==> src/rtl/tlim_pkg.sv <==
package tlim_pkg;

    typedef struct packed {
        logic fh;
        logic fl;
        logic alrt;
        logic cause;
    } tlim_state_t;

    function automatic int hys_lsb(input logic [1:0] code, input int step);
        case (code)
            2'd0:    hys_lsb = 0;
            2'd1:    hys_lsb = step;
            2'd2:    hys_lsb = 2 * step;
            default: hys_lsb = 4 * step;
        endcase
    endfunction

endpackage

==> src/rtl/tlim_thresh.sv <==
module tlim_thresh #(
    parameter int TW       = 12,
    parameter int HYS_STEP = 16
) (
    input  logic signed [TW-1:0] lim_high,
    input  logic signed [TW-1:0] lim_low,
    input  logic        [1:0]    hys_code,
    output logic signed [TW-1:0] rel_high,
    output logic signed [TW-1:0] rel_low
);
    localparam int EW = TW + 2;
    localparam logic signed [EW-1:0] MAX_E = {3'b000, {(TW-1){1'b1}}};
    localparam logic signed [EW-1:0] MIN_E = {3'b111, {(TW-1){1'b0}}};

    logic signed [EW-1:0] hys_e;
    logic signed [EW-1:0] hi_e;
    logic signed [EW-1:0] lo_e;
    logic signed [EW-1:0] hi_sub;
    logic signed [EW-1:0] lo_add;

    always_comb begin
        hys_e  = EW'(tlim_pkg::hys_lsb(hys_code, HYS_STEP));
        hi_e   = {{2{lim_high[TW-1]}}, lim_high};
        lo_e   = {{2{lim_low[TW-1]}}, lim_low};
        hi_sub = hi_e - hys_e;
        lo_add = lo_e + hys_e;
        if (hi_sub < MIN_E) rel_high = MIN_E[TW-1:0];
        else                rel_high = hi_sub[TW-1:0];
        if (lo_add > MAX_E) rel_low = MAX_E[TW-1:0];
        else                rel_low = lo_add[TW-1:0];
    end

endmodule

==> src/rtl/tlim_flags.sv <==
module tlim_flags #(
    parameter int TW = 12
) (
    input  logic                  clk,
    input  logic                  rst_n,
    input  logic                  soft_rst,
    input  logic                  res_valid,
    input  logic signed [TW-1:0]  temp,
    input  logic signed [TW-1:0]  lim_high,
    input  logic signed [TW-1:0]  lim_low,
    input  logic signed [TW-1:0]  rel_high,
    input  logic signed [TW-1:0]  rel_low,
    input  logic                  mode_intr,
    input  logic                  cfg_rd_clr,
    input  logic                  ares_ok,
    output tlim_pkg::tlim_state_t st_q
);
    tlim_pkg::tlim_state_t st_d;
    logic over_w;
    logic under_w;

    always_comb begin
        over_w  = temp > lim_high;
        under_w = temp < lim_low;
        st_d    = st_q;
        if (mode_intr) begin
            if (cfg_rd_clr) begin
                st_d.fh   = 1'b0;
                st_d.fl   = 1'b0;
                st_d.alrt = 1'b0;
            end
            if (ares_ok) st_d.alrt = 1'b0;
            if (res_valid) begin
                if (over_w) begin
                    st_d.fh   = 1'b1;
                    st_d.alrt = 1'b1;
                end
                if (under_w) begin
                    st_d.fl   = 1'b1;
                    st_d.alrt = 1'b1;
                end
            end
        end else begin
            if (res_valid) begin
                if (over_w)                st_d.fh = 1'b1;
                else if (temp <= rel_high) st_d.fh = 1'b0;
                if (under_w)               st_d.fl = 1'b1;
                else if (temp >= rel_low)  st_d.fl = 1'b0;
            end
            st_d.alrt = st_d.fh | st_d.fl;
        end
        if (res_valid) begin
            if (over_w)       st_d.cause = 1'b1;
            else if (under_w) st_d.cause = 1'b0;
        end
        if (soft_rst) st_d = '0;
    end

    always_ff @(posedge clk or negedge rst_n) begin
        if (!rst_n) st_q <= '0;
        else        st_q <= st_d;
    end

    AST_SRST_CLEARS: assert property (@(posedge clk) disable iff (!rst_n)
        soft_rst |=> (st_q == '0));
    AST_CFGRD_CLEARS: assert property (@(posedge clk) disable iff (!rst_n)
        (mode_intr && cfg_rd_clr && !res_valid && !soft_rst) |=> (!st_q.fh && !st_q.fl && !st_q.alrt));
    AST_ARES_PIN_ONLY: assert property (@(posedge clk) disable iff (!rst_n)
        (mode_intr && ares_ok && !cfg_rd_clr && !res_valid && !soft_rst) |=> (!st_q.alrt && $stable({st_q.fh, st_q.fl})));
    AST_NO_STROBE_HOLD: assert property (@(posedge clk) disable iff (!rst_n)
        (!res_valid && !cfg_rd_clr && !soft_rst) |=> $stable({st_q.fh, st_q.fl}));
    AST_OVER_SETS_FH: assert property (@(posedge clk) disable iff (!rst_n)
        (res_valid && !soft_rst && (temp > lim_high)) |=> (st_q.fh && st_q.cause));
    AST_CMP_FOLLOW: assert property (@(posedge clk) disable iff (!rst_n)
        (!mode_intr && !$past(mode_intr)) |-> (st_q.alrt == (st_q.fh | st_q.fl)));

endmodule

==> src/rtl/tlim_pin.sv <==
module tlim_pin (
    input  logic alrt,
    input  logic pol_high,
    output logic pin
);
    always_comb begin
        if (pol_high) pin = alrt;
        else          pin = ~alrt;
    end
endmodule

==> src/rtl/tlim_alert.sv <==
module tlim_alert #(
    parameter int TEMP_W   = 12,
    parameter int HYS_STEP = 16
) (
    input  logic              clk,
    input  logic              rst_n,
    input  logic              soft_rst,
    input  logic              res_valid,
    input  logic [TEMP_W-1:0] res_temp,
    input  logic [TEMP_W-1:0] lim_high,
    input  logic [TEMP_W-1:0] lim_low,
    input  logic              mode_intr,
    input  logic              pol_high,
    input  logic [1:0]        hys_code,
    input  logic              cfg_rd_clr,
    input  logic              ares_ok,
    output logic              flag_hi,
    output logic              flag_lo,
    output logic              alert_o,
    output logic              alert_cause
);
    logic signed [TEMP_W-1:0] rel_high;
    logic signed [TEMP_W-1:0] rel_low;
    tlim_pkg::tlim_state_t    st_q;

    tlim_thresh #(.TW(TEMP_W), .HYS_STEP(HYS_STEP)) u_thresh (
        .lim_high (lim_high),
        .lim_low  (lim_low),
        .hys_code (hys_code),
        .rel_high (rel_high),
        .rel_low  (rel_low)
    );

    tlim_flags #(.TW(TEMP_W)) u_flags (
        .clk        (clk),
        .rst_n      (rst_n),
        .soft_rst   (soft_rst),
        .res_valid  (res_valid),
        .temp       (res_temp),
        .lim_high   (lim_high),
        .lim_low    (lim_low),
        .rel_high   (rel_high),
        .rel_low    (rel_low),
        .mode_intr  (mode_intr),
        .cfg_rd_clr (cfg_rd_clr),
        .ares_ok    (ares_ok),
        .st_q       (st_q)
    );

    tlim_pin u_pin (
        .alrt     (st_q.alrt),
        .pol_high (pol_high),
        .pin      (alert_o)
    );

    assign flag_hi     = st_q.fh;
    assign flag_lo     = st_q.fl;
    assign alert_cause = st_q.cause;

endmodule

==> config.mk <==
export PLATFORM = sky130hd
export DESIGN_NAME = tlim_alert
export DESIGN_NICKNAME = d
export VERILOG_FILES = /design/src/rtl/tlim_pkg.sv /design/src/rtl/tlim_thresh.sv /design/src/rtl/tlim_flags.sv /design/src/rtl/tlim_pin.sv /design/src/rtl/tlim_alert.sv
export SDC_FILE = /design/constraint.sdc
export NUM_CORES = 1
export LEC_CHECK = 0
export BUFFER_PORTS_ARGS = -buffer_cell sky130_fd_sc_hd__buf_2
export CORE_MARGIN = 4
export CORE_UTILIZATION = 51
export DETAILED_ROUTE_END_ITERATION = 8
export PLACE_DENSITY = 0.77
export SLEW_MARGIN = 40
export SYNTH_ARGS = -nofsm -noshare
export SYNTH_HDL_FRONTEND = slang
export SYNTH_HIERARCHICAL = 1
export SYNTH_SLANG_ARGS = --single-unit
==> constraint.sdc <==
create_clock -name clk -period 1.5 [get_ports clk]
set_clock_uncertainty 0.05 [all_clocks]
set_input_delay 0.225 -clock clk [delete_from_list [all_inputs] [get_ports clk]]
set_output_delay 0.225 -clock clk [all_outputs]
set_load 0.01 [all_outputs]
==> results by group, run 1 <==
Power and ir drop
  – Sw Share: 0.438
  – IR Drop Worst-Case VDD: a little over 0.4 mV
  – Psw: 650 uW
  – Internal Power: ~830 uW
  – Clock group share of total power: 0.161
  – Leakage: between 1.5 and 2 nW
  – Pwr/cell area: between 400 and 500 mW/mm2
  – Comb pwr share: 0.752
  – Flop pwr share: 0.087

Finish
  – Fillcell total: roughly 190
  – Final Non-Filler Cells: between 400 and 500
  – Largest reg by FF count: u_flags/st_q
  – Antenna diodes: 0
  – Max reg flops: 4
  – Fraction of layout cells with a size suffix above 1: 0.486
  – Number of nets in the layout: roughly 490
  – Top Registers: u_flags/st_q x4
  – Area Growth Syn to Fin: 64.0%

Synth
  – Top_reg_cell synth: dfrtp_1
  – Post-synth top area cell: ha_1
  – Top-count cell post-synth: inv_1
  – Synth area leaders: ha_1 (33%), inv_1 (11%), a21oi_1 (5.5%), dfrtp_1 (5.0%), nand2b_1 (3.1%)
  – Ys async rst share: 1.00
  – Post-synthesis cell count: ~270
  – EDFF count, synth: 0
  – Syn_nets: between 300 and 400
  – Yosys cell types: just under 50
  – Post-synth top cells: inv_1 (58), ha_1 (53), a21oi_1 (22)
  – Register area share after synthesis: 0.0499
  – Mapped cell area: 0.00201 mm2
  – Number of synthesized register bits: 4
  – Ys Warns: 6
  – Top cell type's share of synthesized area: 0.330
  – Syn Area/Cell: 7.41 um2

Detailed routing
  – First-pass DRT Iterations: 6
  – Met2 wire len: 4070 um
  – Drt initial violations: 215
  – Vias per inst: approximately 6.2
  – Final ANT Viol Nets: 0
  – Metal-1 WL: between 3000 and 4000 um
  – Residual DRC count: 0
  – DR top layer: met4
  – Routed len/inst: 19.6 um
  – Vias: between 2,000 and 3,000
  – Met3 WL: ~610 um
  – WL final: ~8500 um

Place
  – Hpwl dp: roughly 5300 um
  – Pre-CTS setup slack: -1.98 ns
  – DP Cell Count: 420
  – GPL Wtd Cong: 0.899
  – PortBufs: between 40 and 50

Outcome
  – Outcome: finished, violations left
  – Failing checks: negative setup slack

STA
  – Relative slew slack: 0.683
  – Measured slew at the worst slew-check pin: between 0.4 and 0.5 ns
  – TNS Setup: -5.66 ns
  – Unrepaired setup endpoints after global routing: true
  – Slew Viols, Final: 0
  – Slack of the critical path: -1.84 ns
  – Crit share post-route: 2.23
  – FMAX: 299 MHz
  – Min Tclk post-route: ~3.3 ns
  – Final hold violations: 0
  – Final setup viols: 4

Floorplanning
  – Die Wd: just over 70 um
  – Ports: 50
  – Core Box Area: 0.00374 mm2
  – Starting Density: 0.536
  – Die ar.: approximately 0.005 mm2
  – Row count: 22
  – Die Y: around 70 um

Clock network
  – Clk root buf: clkbuf_8
  – Total CTS buffers: 3
  – Clock latency on the worst-skew pair: about 0.22 ns
  – Longest Clk Path Bufs: 2
  – TritonCTS clock tree: built
  – H-tree depth: 1
  – CTS sink cnt: 4
  – Worst-path clk slew: around 0.04 ns

Setup path
  – Slowest CP cell: ha_1
  – CP Launch Type: primary input
  – R2r startpoint: u_flags/st_q[2]
  – Most used cell, CP: buf_4
  – Required @ worst endpoint: about 1.5 ns
  – Crit path max-delay family: compound AO/OA/AOI/OAI gates
  – Critical Path AT: ~3.4 ns
  – Cell count of the worst reg-to-reg path: 3
  – FF-to-FF End: u_flags/st_q[2]
  – Reg2Reg Setup Slack: between 0.2 and 0.3 ns
  – Cells along the critical path: buf_4 > nor2b_4 > buf_6 > ha_4 > buf_4 > a21oi_2 > or3_1 > a31o_1 > buf_4 > o21ai_1 > inv_1 > ha_1 > nand2_1 > nor3_1 > o41ai_2 > a41o_1 > a21boi_2 > o31a_1
  – CP Depth: 18
  – Worst-path fanout max: 4
  – Worst setup startpoint: hys_code[1]
  – CP Class: primary input to flip-flop
  – Crit path largest cell delay: 0.32 ns
  – Crit end category: flip-flop
  – Worst Setup EP: u_flags/st_q[2]
  – Bufs and invs on worst path: 5

GRT
  – Initial antenna violation count: 0
  – Vias in the first global route: approximately 2,700
  – First-pass GRT wire length: roughly 12,000 um
  – GRT overflow: 0
  – Pin count of the biggest net entering global routing: 8
  – Gr usage total: 0.301

Hold path
  – Worst Hold Path Cells: 2
  – Hold Crit Class: primary input to flip-flop

Job
  – Max-cap violations: 0
-- per-layer routing --
metal	global-route usage	up-vias
met1	0.342	1236
li1	-	1202
met4	0.142	0
met5	0	-
met2	0.555	164
met3	0.0298	61
-- metrics by stage --
stage	hold WS [ns]	power, mW	cell area, um2	util
after global placement	-0.0183	0.947	2840	0.759
after floorplan	-0.121	0.608	2150	-
after global routing	0.177	1.57	3290	0.879
after detailed placement	-0.0138	0.981	2840	0.759
final	0.164	1.48	3290	0.879
after CTS	0.153	1.32	3120	0.835
-- how the worst min path moves through the flow --
stage / from / endpoint
detailed placement: rst_n / u_flags/st_q[2]
global placement: rst_n / u_flags/st_q[0]
floorplan: rst_n / u_flags/st_q[0]
global route: soft_rst / u_flags/st_q[3]
CTS: soft_rst / u_flags/st_q[3]
finish: soft_rst / u_flags/st_q[3]
-- what timing repair did --
item / CTS / global route
hold buffers: 1 / 0
hold endpoints to repair: 4 / 0
setup buffers: 8 / 1
pin swaps: 19 / 27
resized for setup: 35 / 31
setup endpoints to repair: 4 / 4
-- power groups by stage --
stage	registers, mW	logic [mW]	clock network (mW)
global placement	0.130	0.817	0
detailed placement	0.130	0.851	0
finish	0.129	1.11	0.239
floorplan	0.132	0.476	0
CTS	0.129	0.949	0.242
global route	0.130	1.19	0.250
-- final cells by class --
class                           count  area, um2  area share
Clock buffer                        3       41.3      0.0125
Multi-Input combinational cell    207       2100       0.638
Inverter                           58        223      0.0677
Tap cell                           48       60.1      0.0182
Sequential cell                     4        100      0.0304
Timing Repair Buffer              113        767       0.233
-- worst reg2reg max path: cells and delay by family (launching register included) --
family / cells / cell delay, ns
AOI/OAI and AO/OA: 3 / 0.67
DFF: 1 / 0.39
-- cell usage in the layout, fill, tap and decap left out, types with 6 or more instances in the layout --
cell / Yosys / final
inv_1: 58 / 52
buf_4: 1 / 57
buf_6: 0 / 7
nand2_1: 12 / 10
nor2_1: 6 / 6
ha_1: 53 / 34
a21oi_1: 22 / 11
nand4_1: 7 / 7
buf_2: 1 / 47
ha_4: 0 / 17
nand2b_1: 10 / 9
a21oi_2: 1 / 12
nand3_1: 7 / 6
xnor2_1: 6 / 6
-- cell families after synthesis --
kind of cell	share of synthesized area
simple gates	0.203
compound gates	0.241
fa+ha+maj	0.350
buf+inv	0.115
flops	0.0499
xor+xnor	0.0349
mux	0.00561
(Power assumes the default switching activity.)
==> run 2, diff against run 1 <==
Clock period 1.5 ns to 4.2 ns, I/O delays scaled along.
==> run 2 against run 1 <==
The run now ends clean. Combinational power down 78%. Critical path depth fell by 2. Clock-buffer cell count unchanged. Worst setup slack improved by 2.1 ns. Sequential share of layout area grew 1.2 points. Register-to-register slack improved by 2.8 ns.
==> results by group, run 2 (same netlist as run 1, synthesis figures left out) <==
Place
  – Placed Area: 0.00231 mm2 (was 0.00284 mm2)
  – PortBufs: 49 (unchanged)
  – Hpwl dp: 4320 um (was 5310 um)
  – GPL Wtd Cong: 0.861 (was 0.899)

Setup path
  – Bufs and invs on worst path: 3 (was 5)
  – Worst-path fanout max: 10 (was 4)
  – CP Launch Type: primary input (unchanged)
  – CP Class: primary input to flip-flop (unchanged)
  – Crit path max-delay family: simple AND/OR/NAND/NOR gates (was compound AO/OA/AOI/OAI gates)
  – Crit path largest cell delay: 0.47 ns (was 0.32 ns)
  – Cells along the critical path: buf_2 > nor2b_1 > ha_1 > inv_1 > fa_1 > a21oi_1 > mux2_2 > a21boi_0 > inv_1 > ha_1 > a211oi_2 > nor3_1 > or4_4 > or3_1 > a32oi_1 > o21ai_1 (was buf_4 > nor2b_4 > buf_6 > ha_4 > buf_4 > a21oi_2 > or3_1 > a31o_1 > buf_4 > o21ai_1 > inv_1 > ha_1 > nand2_1 > nor3_1 > o41ai_2 > a41o_1 > a21boi_2 > o31a_1)
  – Critical Path AT: 3.99 ns (was 3.38 ns)
  – Crit end category: flip-flop (unchanged)
  – Slowest CP cell: fa_1 (was ha_1)
  – Required @ worst endpoint: 4.25 ns (was 1.54 ns)
  – Reg2Reg Setup Slack: 3.00 ns (was 0.25 ns)

STA
  – Min Tclk post-route: 3.94 ns
  – Relative slew slack: 0.720 (was 0.683)
  – FMAX: around 250 MHz
  – Crit share post-route: 0.939
  – Final hold violations: 0 (unchanged)
  – Final setup viols: 0 (was 4)
  – Unrepaired setup endpoints after global routing: false (was true)
  – Measured slew at the worst slew-check pin: 0.420 ns (was 0.475 ns)
  – Slew Viols, Final: 0 (unchanged)
  – TNS Setup: 0 ns (was -5.66 ns)

Detailed routing
  – Drt initial violations: 91 (was 215)
  – First-pass DRT Iterations: 4 (was 6)
  – Vias per inst: 5.59 (was 6.15)
  – Routed len/inst: 13.3 um (was 19.6 um)
  – Final ANT Viol Nets: 0 (unchanged)
  – Residual DRC count: 0 (unchanged)
  – WL final: 4940 um (was 8490 um)
  – Vias: 2,074 (was 2,663)

Clock network
  – H-tree depth: 1 (unchanged)
  – TritonCTS clock tree: built (unchanged)
  – Postcts setup bufs: 0 (was 8)
  – Total CTS buffers: 3 (unchanged)
  – Worst-path clk slew: 0.03 ns (was 0.04 ns)
  – Longest Clk Path Bufs: 2 (unchanged)
  – Hold-fix buffers at CTS: 0 (was 1)
  – CTS sink cnt: 4 (unchanged)
  – Clk root buf: clkbuf_8 (unchanged)
  – Clock latency on the worst-skew pair: 0.21 ns (was 0.22 ns)
  – Post-cts resize count: 0 (was 35)

Finish
  – Commonest non-fill, non-tap cell in the layout: inv_1 (was buf_4)
  – Max reg flops: 4 (unchanged)
  – Final Instance Area: 0.00236 mm2 (was 0.00329 mm2)
  – Top Registers: u_flags/st_q x4 (unchanged)
  – Largest reg by FF count: u_flags/st_q (unchanged)
  – Antenna diodes: 0 (unchanged)
  – Most frequent cells in the layout: inv_1 (58), ha_1 (53), buf_2 (49) (was buf_4 (57), inv_1 (52), buf_2 (47))
  – Number of nets in the layout: 426 (was 488)
  – Area Growth Syn to Fin: 17.4% (was 64.0%)
  – Final Util: 0.629 (was 0.879)
  – Fraction of layout cells with a size suffix above 1: 0.186 (was 0.486)

Power and ir drop
  – Comb pwr share: 0.652 (was 0.752)
  – Sw Share: 0.420 (was 0.438)
  – Clock group share of total power: 0.221 (was 0.161)
  – Internal Power: 213 uW (was 832 uW)
  – Psw: 154 uW (was 650 uW)
  – IR Drop Worst-Case VDD: 0.222 mV (was 0.408 mV)
  – Pwr/cell area: 156 mW/mm2 (was 450 mW/mm2)
  – Flop pwr share: 0.127 (was 0.087)
  – Leakage: 1.34 nW (was 1.71 nW)

Floorplanning
  – Core Box Area: 0.00374 mm2 (unchanged)
  – Row count: 22 (unchanged)
  – Ports: 50 (unchanged)
  – Die ar.: 0.00500 mm2 (unchanged)
  – Starting Density: 0.536 (unchanged)
  – Die Wd: 70.7 um (unchanged)
  – Die Y: 70.7 um (unchanged)

GRT
  – GRT overflow: 0 (unchanged)
  – Vias in the first global route: 2,071 (was 2,660)
  – Pin count of the biggest net entering global routing: 12 (was 8)
  – First-pass GRT wire length: 8490 um (was 12,100 um)
  – Initial antenna violation count: 0 (unchanged)
  – Gr usage total: 0.199 (was 0.301)

Hold path
  – Hold Crit Class: primary input to asynchronous set/reset pin (was primary input to flip-flop)

Outcome
  – Outcome: complete, no violations (was finished, violations left)

Job
  – Max-cap violations: 0 (unchanged)
==> run 2: cell types whose count changed in the layout (fill, tap and decap cells not counted), sizes merged <==
cell	change
dlygate4sd3	-1
buf	-61
==> run 2: stage by stage <==
stage          total power, mW  hold slack, ns  std cells  setup slack, ns
2_1_floorplan            0.202           0.284        271            0.355
3_3_place_gp             0.277           0.391        368            0.173
3_5_place_dp             0.284           0.392        368           0.0754
4_1_cts                  0.368           0.163        371            0.291
5_1_grt                  0.407           0.170        371            0.106
6_report                 0.367           0.165        371            0.258
==> run 2: power by group through the flow <==
stage / Combinational [mW] / Sequential (mW) / Clock, mW
3_3_place_gp: 0.231 / 0.0467 / 0
3_5_place_dp: 0.237 / 0.0467 / 0
2_1_floorplan: 0.155 / 0.0472 / 0
5_1_grt: 0.273 / 0.0471 / 0.0866
6_report: 0.239 / 0.0464 / 0.0811
4_1_cts: 0.239 / 0.0463 / 0.0830
==> run 2: per-layer routing <==
layer / global-route usage / part of all wire / routed length (um)
met5: 0 / 0 / 0
met4: 0.0543 / 0.023 / 115
met3: 0.0313 / 0.053 / 261
met2: 0.347 / 0.48 / 2350
met1: 0.253 / 0.45 / 2210
==> run 2: final cells by class <==
cell class / count / area (um2)
well taps: 48 / 60.1
multi-input cells: 207 / 1680
fillers: 378 / 1390
flip-flops and latches: 4 / 100
clock buffers: 3 / 41.3
inverters: 58 / 218
repair buffers: 51 / 260
==> run 2: final timing paths <==
path	startpoint	end	cells after the start
max in group asynchronous	rst_n	u_flags/st_q[2]	1
worst min register to register	u_flags/st_q[3]	u_flags/st_q[3]	2
worst max-delay path	hys_code[1]	u_flags/st_q[1]	16
min in group clk	soft_rst	u_flags/st_q[3]	2
worst min-delay path	rst_n	u_flags/st_q[3]	1
worst max register to register	u_flags/st_q[1]	u_flags/st_q[1]	5
